===== src/rtl/i2c_mem_pkg.sv =====
`timescale 1ns/1ps
package i2c_mem_pkg;
    localparam int BYTE_W = 8;
    // Fixed upper nibble of the target address
    localparam logic [3:0] DEV_CODE = 4'b1010;

    typedef enum logic [3:0] {
        PH_IDLE,
        PH_DEV,
        PH_DEV_ACK,
        PH_WORD,
        PH_WORD_ACK,
        PH_WR,
        PH_WR_ACK,
        PH_RD,
        PH_RD_ACK
    } phase_e;

    // Line events seen after synchronisation
    typedef struct packed {
        logic scl_hi;
        logic scl_rise;
        logic scl_fall;
        logic sda;
        logic start;
        logic stop;
        logic inhibit;
    } bus_ev_t;
endpackage


===== src/rtl/i2c_mem_sync.sv =====
`timescale 1ns/1ps
module i2c_mem_sync
    import i2c_mem_pkg::*;
(
    input  logic    clk,
    input  logic    rst_n,
    input  logic    scl_i,
    input  logic    sda_i,
    input  logic    inhibit_i,
    output bus_ev_t ev_o
);
    // [0] first stage, [1] settled value, [2] value one clock earlier
    typedef struct packed {
        logic [2:0] scl;
        logic [2:0] sda;
        logic [1:0] inh;
    } sync_t;

    sync_t s_d, s_q;

    always_comb begin
        s_d     = s_q;
        s_d.scl = {s_q.scl[1:0], scl_i};
        s_d.sda = {s_q.sda[1:0], sda_i};
        s_d.inh = {s_q.inh[0], inhibit_i};
    end

    always_ff @(posedge clk or negedge rst_n) begin
        if (!rst_n) begin
            s_q <= '{scl: 3'b111, sda: 3'b111, inh: 2'b11};
        end else begin
            s_q <= s_d;
        end
    end

    always_comb begin
        ev_o.scl_hi   = s_q.scl[1];
        ev_o.scl_rise = s_q.scl[1] & ~s_q.scl[2];
        ev_o.scl_fall = ~s_q.scl[1] & s_q.scl[2];
        ev_o.sda      = s_q.sda[1];
        ev_o.start    = s_q.scl[1] & s_q.scl[2] & s_q.sda[2] & ~s_q.sda[1];
        ev_o.stop     = s_q.scl[1] & s_q.scl[2] & ~s_q.sda[2] & s_q.sda[1];
        ev_o.inhibit  = s_q.inh[1];
    end
endmodule


===== src/rtl/i2c_mem_proto.sv =====
`timescale 1ns/1ps
module i2c_mem_proto
    import i2c_mem_pkg::*;
#(
    parameter int AW   = 8,
    parameter int PAGE = 4,
    localparam int PW  = $clog2(PAGE)
) (
    input  logic                          clk,
    input  logic                          rst_n,
    input  bus_ev_t                       ev_i,
    input  logic [2:0]                    strap_i,
    input  logic                          busy_i,
    input  logic [BYTE_W-1:0]             rd_data_i,
    output logic [AW-1:0]                 rd_addr_o,
    output logic                          cmt_o,
    output logic [AW-PW-1:0]              cmt_base_o,
    output logic [PAGE-1:0]               cmt_vld_o,
    output logic [PAGE-1:0][BYTE_W-1:0]   cmt_data_o,
    output logic                          sda_oe_o
);
    typedef struct packed {
        phase_e                       ph;
        logic [3:0]                   cnt;
        logic [BYTE_W-1:0]            sh;
        logic [BYTE_W-1:0]            tx;
        logic                         oe;
        logic                         rw;
        logic                         mack;
        logic [AW-1:0]                ptr;
        logic [PAGE-1:0]              vld;
        logic [PAGE-1:0][BYTE_W-1:0]  pbuf;
    } st_t;

    st_t q, n;

    always_comb begin
        n     = q;
        cmt_o = 1'b0;
        if (ev_i.start) begin
            // repeated or fresh start drops any pending page
            n.ph  = PH_DEV;
            n.cnt = '0;
            n.oe  = 1'b0;
            n.vld = '0;
        end else if (ev_i.stop) begin
            cmt_o = |q.vld;
            n.ph  = PH_IDLE;
            n.oe  = 1'b0;
            n.vld = '0;
        end else if (ev_i.scl_rise) begin
            case (q.ph)
                PH_DEV, PH_WORD, PH_WR: begin
                    n.sh  = {q.sh[BYTE_W-2:0], ev_i.sda};
                    n.cnt = q.cnt + 4'd1;
                end
                PH_RD:     n.cnt  = q.cnt + 4'd1;
                PH_RD_ACK: n.mack = ~ev_i.sda;
                default: ;
            endcase
        end else if (ev_i.scl_fall) begin
            case (q.ph)
                PH_DEV: begin
                    if (q.cnt == 4'd8) begin
                        n.cnt = '0;
                        if (q.sh[7:1] == {DEV_CODE, strap_i} && !busy_i) begin
                            n.ph = PH_DEV_ACK;
                            n.oe = 1'b1;
                            n.rw = q.sh[0];
                        end else begin
                            n.ph = PH_IDLE;
                        end
                    end
                end
                PH_DEV_ACK: begin
                    if (q.rw) begin
                        n.ph = PH_RD;
                        n.tx = rd_data_i;
                        n.oe = ~rd_data_i[BYTE_W-1];
                    end else begin
                        n.ph = PH_WORD;
                        n.oe = 1'b0;
                    end
                end
                PH_WORD: begin
                    if (q.cnt == 4'd8) begin
                        n.cnt = '0;
                        n.ptr = q.sh[AW-1:0];
                        n.oe  = 1'b1;
                        n.ph  = PH_WORD_ACK;
                    end
                end
                PH_WORD_ACK: begin
                    n.oe = 1'b0;
                    n.ph = PH_WR;
                end
                PH_WR: begin
                    if (q.cnt == 4'd8) begin
                        n.cnt = '0;
                        n.oe  = 1'b1;
                        n.ph  = PH_WR_ACK;
                        if (!ev_i.inhibit) begin
                            n.pbuf[q.ptr[PW-1:0]] = q.sh;
                            n.vld[q.ptr[PW-1:0]]  = 1'b1;
                            n.ptr[PW-1:0]         = q.ptr[PW-1:0] + 1'b1;
                        end
                    end
                end
                PH_WR_ACK: begin
                    n.oe = 1'b0;
                    n.ph = PH_WR;
                end
                PH_RD: begin
                    if (q.cnt == 4'd8) begin
                        n.cnt = '0;
                        n.oe  = 1'b0;
                        n.ph  = PH_RD_ACK;
                        n.ptr = q.ptr + 1'b1;
                    end else begin
                        n.tx = {q.tx[BYTE_W-2:0], 1'b0};
                        n.oe = ~q.tx[BYTE_W-2];
                    end
                end
                PH_RD_ACK: begin
                    if (q.mack) begin
                        n.ph = PH_RD;
                        n.tx = rd_data_i;
                        n.oe = ~rd_data_i[BYTE_W-1];
                    end else begin
                        n.ph = PH_IDLE;
                    end
                end
                default: ;
            endcase
        end
    end

    always_ff @(posedge clk or negedge rst_n) begin
        if (!rst_n) begin
            q <= '{ph: PH_IDLE, default: '0};
        end else begin
            q <= n;
        end
    end

    assign rd_addr_o  = q.ptr;
    assign cmt_base_o = q.ptr[AW-1:PW];
    assign cmt_vld_o  = q.vld;
    assign cmt_data_o = q.pbuf;
    assign sda_oe_o   = q.oe;

    AST_ADDR_ACK_FREE: assert property (@(posedge clk) disable iff (!rst_n)
        (q.ph == PH_DEV_ACK && $past(q.ph) != PH_DEV_ACK) |-> !$past(busy_i));
    AST_PAGE_BASE_HELD: assert property (@(posedge clk) disable iff (!rst_n)
        (q.ph == PH_WR_ACK && $past(q.ph) == PH_WR) |-> q.ptr[AW-1:PW] == $past(q.ptr[AW-1:PW]));
    AST_INHIBIT_DROPS: assert property (@(posedge clk) disable iff (!rst_n)
        (q.ph == PH_WR_ACK && $past(q.ph) == PH_WR && $past(ev_i.inhibit))
        |-> (q.vld == $past(q.vld) && q.ptr == $past(q.ptr)));
    AST_DRIVE_IN_SLOT: assert property (@(posedge clk) disable iff (!rst_n)
        q.oe |-> (q.ph inside {PH_DEV_ACK, PH_WORD_ACK, PH_WR_ACK, PH_RD}));
    AST_READ_BIT_STEADY: assert property (@(posedge clk) disable iff (!rst_n)
        (q.ph == PH_RD && $past(q.ph) == PH_RD && ev_i.scl_hi && $past(ev_i.scl_hi))
        |-> $stable(q.oe));
endmodule


===== src/rtl/i2c_mem_store.sv =====
`timescale 1ns/1ps
module i2c_mem_store
    import i2c_mem_pkg::*;
#(
    parameter int WORDS      = 256,
    parameter int PAGE       = 4,
    parameter int WRITE_CLKS = 400,
    localparam int AW        = $clog2(WORDS),
    localparam int PW        = $clog2(PAGE),
    localparam int TW        = $clog2(WRITE_CLKS + 1)
) (
    input  logic                         clk,
    input  logic                         rst_n,
    input  logic                         cmt_i,
    input  logic [AW-PW-1:0]             base_i,
    input  logic [PAGE-1:0]              vld_i,
    input  logic [PAGE-1:0][BYTE_W-1:0]  data_i,
    input  logic [AW-1:0]                rd_addr_i,
    output logic [BYTE_W-1:0]            rd_data_o,
    output logic                         busy_o
);
    typedef struct packed {
        logic [WORDS-1:0][BYTE_W-1:0] mem;
        logic [TW-1:0]                tmr;
    } st_t;

    st_t q, n;

    always_comb begin
        n = q;
        if (cmt_i) begin
            n.tmr = TW'(WRITE_CLKS);
            // whole page lands in one clock, masked by the slots filled
            for (int i = 0; i < PAGE; i++) begin
                if (vld_i[i]) begin
                    n.mem[{base_i, PW'(i)}] = data_i[i];
                end
            end
        end else if (q.tmr != '0) begin
            n.tmr = q.tmr - 1'b1;
        end
    end

    always_ff @(posedge clk or negedge rst_n) begin
        if (!rst_n) begin
            q <= '0;
        end else begin
            q <= n;
        end
    end

    assign rd_data_o = q.mem[rd_addr_i];
    assign busy_o    = (q.tmr != '0);

    AST_COMMIT_WHEN_FREE: assert property (@(posedge clk) disable iff (!rst_n)
        cmt_i |-> !busy_o);
    AST_CYCLE_BEGINS: assert property (@(posedge clk) disable iff (!rst_n)
        cmt_i |=> busy_o);
    AST_STORE_FROZEN: assert property (@(posedge clk) disable iff (!rst_n)
        !cmt_i |=> $stable(q.mem));
endmodule


===== src/rtl/i2c_mem_slave.sv =====
`timescale 1ns/1ps
module i2c_mem_slave
    import i2c_mem_pkg::*;
#(
    parameter int WORDS      = 256,
    parameter int PAGE       = 4,
    parameter int WRITE_CLKS = 400
) (
    input  logic       clk,
    input  logic       rst_n,
    input  logic       scl_i,
    input  logic       sda_i,
    input  logic [2:0] strap_i,
    input  logic       wr_inhibit_i,
    output logic       sda_oe_o,
    output logic       busy_o
);
    localparam int AW = $clog2(WORDS);
    localparam int PW = $clog2(PAGE);

    bus_ev_t                      ev;
    logic                         busy;
    logic [BYTE_W-1:0]            rd_data;
    logic [AW-1:0]                rd_addr;
    logic                         cmt;
    logic [AW-PW-1:0]             cmt_base;
    logic [PAGE-1:0]              cmt_vld;
    logic [PAGE-1:0][BYTE_W-1:0]  cmt_data;

    i2c_mem_sync u_sync (
        .clk       (clk),
        .rst_n     (rst_n),
        .scl_i     (scl_i),
        .sda_i     (sda_i),
        .inhibit_i (wr_inhibit_i),
        .ev_o      (ev)
    );

    i2c_mem_proto #(.AW(AW), .PAGE(PAGE)) u_proto (
        .clk        (clk),
        .rst_n      (rst_n),
        .ev_i       (ev),
        .strap_i    (strap_i),
        .busy_i     (busy),
        .rd_data_i  (rd_data),
        .rd_addr_o  (rd_addr),
        .cmt_o      (cmt),
        .cmt_base_o (cmt_base),
        .cmt_vld_o  (cmt_vld),
        .cmt_data_o (cmt_data),
        .sda_oe_o   (sda_oe_o)
    );

    i2c_mem_store #(.WORDS(WORDS), .PAGE(PAGE), .WRITE_CLKS(WRITE_CLKS)) u_store (
        .clk       (clk),
        .rst_n     (rst_n),
        .cmt_i     (cmt),
        .base_i    (cmt_base),
        .vld_i     (cmt_vld),
        .data_i    (cmt_data),
        .rd_addr_i (rd_addr),
        .rd_data_o (rd_data),
        .busy_o    (busy)
    );

    assign busy_o = busy;
endmodule


===== config.mk =====
export PLATFORM = sky130hd
export DESIGN_NAME = i2c_mem_slave
export DESIGN_NICKNAME = d
export VERILOG_FILES = /design/src/rtl/i2c_mem_pkg.sv /design/src/rtl/i2c_mem_sync.sv /design/src/rtl/i2c_mem_proto.sv /design/src/rtl/i2c_mem_store.sv /design/src/rtl/i2c_mem_slave.sv
export SDC_FILE = /design/constraint.sdc
export NUM_CORES = 2
export LEC_CHECK = 0
export CAP_MARGIN = 20
export CORE_MARGIN = 8
export CORE_UTILIZATION = 55
export CTS_CLUSTER_DIAMETER = 50
export CTS_CLUSTER_SIZE = 25
export DETAILED_ROUTE_END_ITERATION = 8
export HOLD_SLACK_MARGIN = 0.15
export PLACE_DENSITY = 0.69
export SLEW_MARGIN = 25
export SYNTH_ARGS = -nofsm -noshare
export SYNTH_HDL_FRONTEND = slang
export SYNTH_SLANG_ARGS = --single-unit

===== constraint.sdc =====
create_clock -name clk -period 3.1 [get_ports clk]
set_input_delay 0.31 -clock clk [delete_from_list [all_inputs] [get_ports clk]]
set_output_delay 0.31 -clock clk [all_outputs]
set_load 0.05 [all_outputs]

* Word-level counts from Yosys, hierarchy flattened
Cells that the tools add are included.
Word-level totals: register bits after elaboration 2136, word-level logic and storage cells 448, output and inout bits 2
Operators by class: bitwise operators 18, mux-type cells 74, add/sub/neg operators 4, equal/unequal tests 32, reductions and logical operators 35, magnitude comparators 11
Operators with widths (number):
- 2-to-1 mux 2048 bit | 7
- bitwise mux 2048 bit | 4
- demux 8 bit (select 6 bit) | 4
- 2-to-1 mux 8 bit | 18
- 2-to-1 mux 36 bit | 3
- 2-to-1 mux 38 bit | 2
- binary-select mux 8 bit (select 8 bit) | 1
- less-than comparator 8 x 9 -> 1 bit, second input constant | 5
- inequality test 4 x 3 -> 1 bit, second input constant | 10
- AND reduction 7 bit | 5
- bitwise mux 32 bit | 1
- >= comparator 8 x 1 -> 1 bit, second input constant | 4
- one-hot mux 4 bit (7 select lines) | 1
- 2-to-1 mux 9 bit | 3
- 2-to-1 mux 4 bit | 6
- one-hot mux 8 bit (3 select lines) | 1
- 2-to-1 mux 10 bit | 2
- 2-to-1 mux 20 bit | 1
- nonzero test 3 bit | 6
- nonzero test 9 bit | 2
- demux 8 bit (select 2 bit) | 1
- == test 4 x 3 -> 1 bit, second input constant | 4
- one-hot mux 4 bit (4 select lines) | 1
- AND reduction 8 bit | 2
- other kinds (35) | 80

* Longest topological paths before layout
depth in word-level cells 15, depth in mapped cells 12, gate-level depth less buffers 9

* Cells and area by module
From an unflattened synthesis, not the netlist that was laid out.
Unflattened totals: cells, all modules 6400, area, all modules 98354.3 µm²
By module, submodules not included:
- i2c_mem_store | cells each 6018, times used 1, sequential area each 51474.4 µm², area an instance 94280.4 µm²
- i2c_mem_proto | cells each 367, times used 1, sequential area each 1751.7 µm², area an instance 3808.7 µm²
- i2c_mem_sync | cells each 15, times used 1, sequential area each 210.2 µm², area an instance 265.3 µm²

* Worst setup path after synthesis
No wires, ideal clock.
path kind register -> register, start reg u_proto.q (netlist bit u_proto.rd_addr_o[1]), end reg u_proto.q[50] (netlist name), slack 0.745 ns, path buffers 3, setup time 0.126 ns, data arrival time 2.229 ns, stages on the path, launching flop included 11, clock period less this slack 2.355 ns, data required time 2.974 ns, path through dfrtp_1 -> buf_4 -> buf_4 -> clkbuf_1 -> mux2i_1 -> o22ai_1 -> nor4_1 -> nand2_1 -> a21oi_1 -> o21ai_0 -> o32a_1
Between the ends: longest elaborated chain between the ends 4, elaborated cells on any way between the ends 5, those cells by class mux (5)
Ends and longest elaborated chain:
- start: declaration | line i2c_mem_proto.sv:35 | st_t q, n;
- start signal: assignment | line i2c_mem_proto.sv:142 | q <= n;
- binary-select mux 8 bit (select 8 bit) * | line i2c_mem_store.sv:52 | assign rd_data_o = q.mem[rd_addr_i];
- 2-to-1 mux 8 bit (implied by the code) * | line i2c_mem_store.sv:52
- 2-to-1 mux 9 bit or 2-to-1 mux 8 bit (tied branches) | line i2c_mem_proto.sv:125, i2c_mem_proto.sv:76
- one-hot mux 8 bit (3 select lines) * | line i2c_mem_proto.sv:62 | case (q.ph)
Every way passes the cells marked *; elsewhere a longest branch is shown, timed or not. The select of a mux whose other input is x is not followed. A chain may end at the register's enable or synchronous reset.

* Worst setup path in the final report
start reg u_proto.q (netlist bit u_proto.rd_addr_o[1]), end reg u_proto.q (netlist bit u_proto.sda_oe_o)
Between the ends: longest elaborated chain between the ends 9, elaborated cells on any way between the ends 10, those cells by class mux (9); bitwise (1)
Ends and longest elaborated chain:
- binary-select mux 8 bit (select 8 bit) * | line i2c_mem_store.sv:52
- 2-to-1 mux 8 bit (implied by the code) * | line i2c_mem_store.sv:52
- NOT 1 bit * | line i2c_mem_proto.sv:79, i2c_mem_proto.sv:128
- 2-to-1 mux 9 bit or 2-to-1 mux 1 bit (tied branches) | line i2c_mem_proto.sv:125, i2c_mem_proto.sv:76
- one-hot mux 1 bit (6 select lines) * | line i2c_mem_proto.sv:62
- 2-to-1 mux 10 bit * | line i2c_mem_proto.sv:61 | end else if (ev_i.scl_fall) begin
- 2-to-1 mux 10 bit * | line i2c_mem_proto.sv:51 | end else if (ev_i.scl_rise) begin
- 2-to-1 mux 1 bit * | line i2c_mem_proto.sv:46 | end else if (ev_i.stop) begin
- 2-to-1 mux 1 bit * | line i2c_mem_proto.sv:40 | if (ev_i.start) begin
Marked as above.

==> impl_metrics.csv <==
group,metric,value,unit
layout,area_delta_synth_final,14.0,%
clocking,clock_sinks,2135,
layout,final_net_count,7269,
route,totalWireLength,336000,µm
sta,fin_crit_sh,104,%
worst_setup_path,worst_setup_path_end_kind,"register",
layout,drive_above_1_share,41.7,%
global_routing,grt_start_max_net_pins,101,
sta,unrepaired_setup_endpoints_after_global_routing,"true",
global_routing,combined_global_route_utilization_of_all_metal_layers,34.3,%
place,port_buffers,9,
route,via_per_inst,6.79,
worst_setup_path,worstRegToRegCells,11,
logic_synthesis,mapped_cells,7061,
clocking,ctsHtreeMaxLevel,4,
route,drt_first_pass_iters,6,
clocking,clk_pin_slew_worst_paths,70,ps
logic_synthesis,synth.net_count,7076,
logic_synthesis,synthDistinctLibCells,72,
worst_setup_path,timing.rr.end,"u_proto.sda_oe_o",
die,ioPinCount,10,
sta,period_needed,3230,ps
clocking,tritoncts,"yes",
logic_synthesis,syn_std_cell_area,0.0970,mm²
route,top_layer,"met5",
global_routing,first_global_vias,66900,
logic_synthesis,synthArstFlopShare,100,%
outcome,run_status,"complete, but fails checks",
route,met2_wirelength,149000,µm
pwr,cellLeakagePower,50.8,nW
sta,final-setup-viol-count,10,
clocking,clock-root-buffer,"clkbuf_16",
worst_setup_path,setup.worst_path.class,"reg2reg",
die,coreArea,0.176,mm²
worst_setup_path,rr_startpoint,"u_proto.rd_addr_o[1]",
worst_setup_path,cp-endpoint,"u_proto.sda_oe_o",
min_path,holdCritPathClass,"reg2reg",
sta,fin_setup_tns,-460,ps
logic_synthesis,yosysWarnings,0,
worst_setup_path,critical_path.max_fanout,14,
global_routing,antenna_violations_before_repair,23,
logic_synthesis,seq_area_frac_synth,55.1,%
die,effective_utilization_at_floorplan,55.2,%
sta,fmax,310,MHz
clocking,clock_tree.buffer_depth,3,
route,met1Wirelength,135000,µm
route,drtIter0Drc,8251,
route,route.detailed.drc,0,
layout,fillerInstances,13200,
logic_synthesis,syn_area_per_cell,13.7,µm²
flow_run,maxCapViolCount,0,
place,post-dp-hpwl,213000,µm
sta,worst-slew-pin-transition,1180,ps
die,fp-row-count,154,
outcome,violations_in_the_final_reports,"negative setup slack",
route,antenna_left,0,
worst_setup_path,timing.critical_path.required,3860,ps
logic_synthesis,synthFlopType,"dfrtp_1",
layout,multi_input_comb_area,0.0419,mm²
clocking,clock_insertion_delay_at_the_later_pin_of_the_skew_report,860,ps
die,die_height,436,µm
sta,max_slew_margin,21.4,%
logic_synthesis,postSynthRegisterBits,2135,
place,gp_congestion,0.939,
logic_synthesis,number_of_flops_mapped_to_enable_cells_by_yosys,0,
global_routing,grt_pass1_wl,482000,µm
layout,instances_no_fill,9760,
place,pre_cts_slack,-565,ps
route,routed-wl-met3,31200,µm
worst_setup_path,critical_path.startpoint,"u_proto.rd_addr_o[1]",
worst_setup_path,regToRegSetupSlack,-130,ps
sta,clock-skew-final,39.8,ps
sta,finalHoldViolCount,0,
layout,final_core_util,62.9,%
layout,layout.cells.most_common_list,"dfrtp_1, mux2_2, mux2i_1",
die,floorplan.die.width,436,µm
pwr,ir_drop,0.000611,V
sta,count_of_final_max_slew_check_failures,0,
route,detail_route.wl_per_cell,34.5,µm
layout,register_area,0.0536,mm²
pwr,power.density,487,mW/mm²
worst_setup_path,critical_path_arrival,3990,ps
layout,leading_cell_type_in_the_layout_fill_and_taps_excluded,"dfrtp_1",
clocking,cts_buffers,179,
place,place_inst,9365,
die,die-area,0.190,mm²
worst_setup_path,timing.critical_path.from_type,"register",
global_routing,grt_overflow_total,0,
route,detailroute.via_count,66300,
sta,post-route-worst-setup-slack,-128,ps
==> critical path: stages, from the launching register on <==
cell and delay (ps):
dfrtp_4 440, buf_12 190, buf_16 200, buf_4 150, buf_4 280, mux2i_2 350, o22ai_1 160, nor4_2 410
nand3b_1 300, a31oi_1 240, nand4_1 250, o211ai_1 160
==> per-stage QoR <==
| stage | total power, mW | area [µm²] | hold slack (ps) |
|---|---|---|---|
| 2_1_floorplan | 28.9 | 97000 | 14.4 |
| 3_3_place_gp | 29.7 | 103000 | 348 |
| 3_5_place_dp | 29.8 | 103000 | 347 |
| 4_1_cts | 54.1 | 110000 | 357 |
| 5_1_grt | 55.3 | 111000 | 364 |
| 6_report | 53.9 | 111000 | 356 |
==> synth_stat cells, types with 4 or more instances <==
library cell	instances	area, µm²
or3_1	4	25.0
a22o_1	6	52.6
nor4_1	119	744
nor3b_1	4	30.0
buf_2	158	791
buf_6	5	56.3
nand2_1	334	1250
inv_1	13	48.8
dfstp_2	8	210
a21o_1	6	45.0
a22oi_1	11	82.6
a41oi_1	5	43.8
buf_1	16	60.1
nand3b_1	7	52.6
clkbuf_1	315	1180
mux2_2	2047	23100
mux2i_1	953	9540
mux4_2	36	811
ha_1	7	87.6
nor2_1	111	417
mux2_1	52	586
a211oi_1	7	52.6
o22ai_1	471	2950
dfrtp_1	2127	53200
a31oi_1	5	31.3
nand3_1	23	115
o21ai_0	27	135
nand4_1	6	37.5
and2_1	8	50.1
nor3_1	19	95.1
buf_4	16	120
a21oi_1	49	245
nor2b_1	10	62.6
xnor2_1	8	70.1
nand2b_1	7	43.8
==> flip-flops by register name (all words and copies together), names as in the netlist, 2 cells and up <==
name / count
u_proto.cmt_vld_o: 4
u_proto.q: 25
u_proto.cmt_data_o: 32
u_store.q: 2057
u_sync.s_d: 3
u_proto.rd_addr_o: 8
u_sync.ev_o: 3
u_sync.s_q: 2
==> metal layers <==
layer / global-route usage, % / up-vias
met5: 0 / -
met2: 51.3 / 3693
met1: 47.1 / 35100
met4: 18.2 / 16
li1: - / 26500
met3: 7.52 / 1053
==> worst min path at each step <==
stage / depth (start not counted) / from / endpoint
floorplan: 0 / rst_n / u_proto.cmt_data_o[0]
global placement: 0 / u_sync.s_d[1] / u_sync.ev_o[0]
detailed placement: 0 / u_sync.s_d[1] / u_sync.ev_o[0]
CTS: 0 / u_sync.s_d[1] / u_sync.ev_o[0]
global route: 0 / u_sync.s_d[3] / u_sync.ev_o[3]
finish: 0 / u_sync.s_d[1] / u_sync.ev_o[0]
==> power by group <==
part | switching (mW) | internal, mW | leakage, nW
Clock | 11.8 | 12.9 | 3.06
Sequential | 0.241 | 27.9 | 29.7
Combinational | 0.736 | 0.290 | 18.0
Total | 12.8 | 41.1 | 50.8
==> final cells by class <==
cell class | count | share of cell area [%]
tap | 2340 | 2.65
antenna | 11 | 0.0249
multi-input combinational | 4400 | 37.9
clock buffer | 209 | 4.32
clock inverter | 127 | 1.44
timing repair buffer | 525 | 5.18
inverter | 13 | 0.0441
sequential | 2135 | 48.4
==> repair_timing <==
item,in CTS,in global routing
endpoints found under the hold margin,1423,0
hold buffers,6,0
setup buffers,10,25
setup endpoints to repair,9,124
pin swaps,16,30
resized for setup,60,80
cloned,2,5
==> logic make-up after synthesis <==
kind of cell | Yosys count | synth area share (%)
AND/OR/NAND/NOR | 686 | 3.39
XOR/XNOR | 10 | 0.0903
buffers and inverters | 526 | 2.37
multiplexers | 3088 | 35.0
adder cells (fa/ha/maj) | 7 | 0.0903
flip-flops | 2135 | 55.1
AO/OA/AOI/OAI | 609 | 3.95
Power figures use the tool's default switching activity.
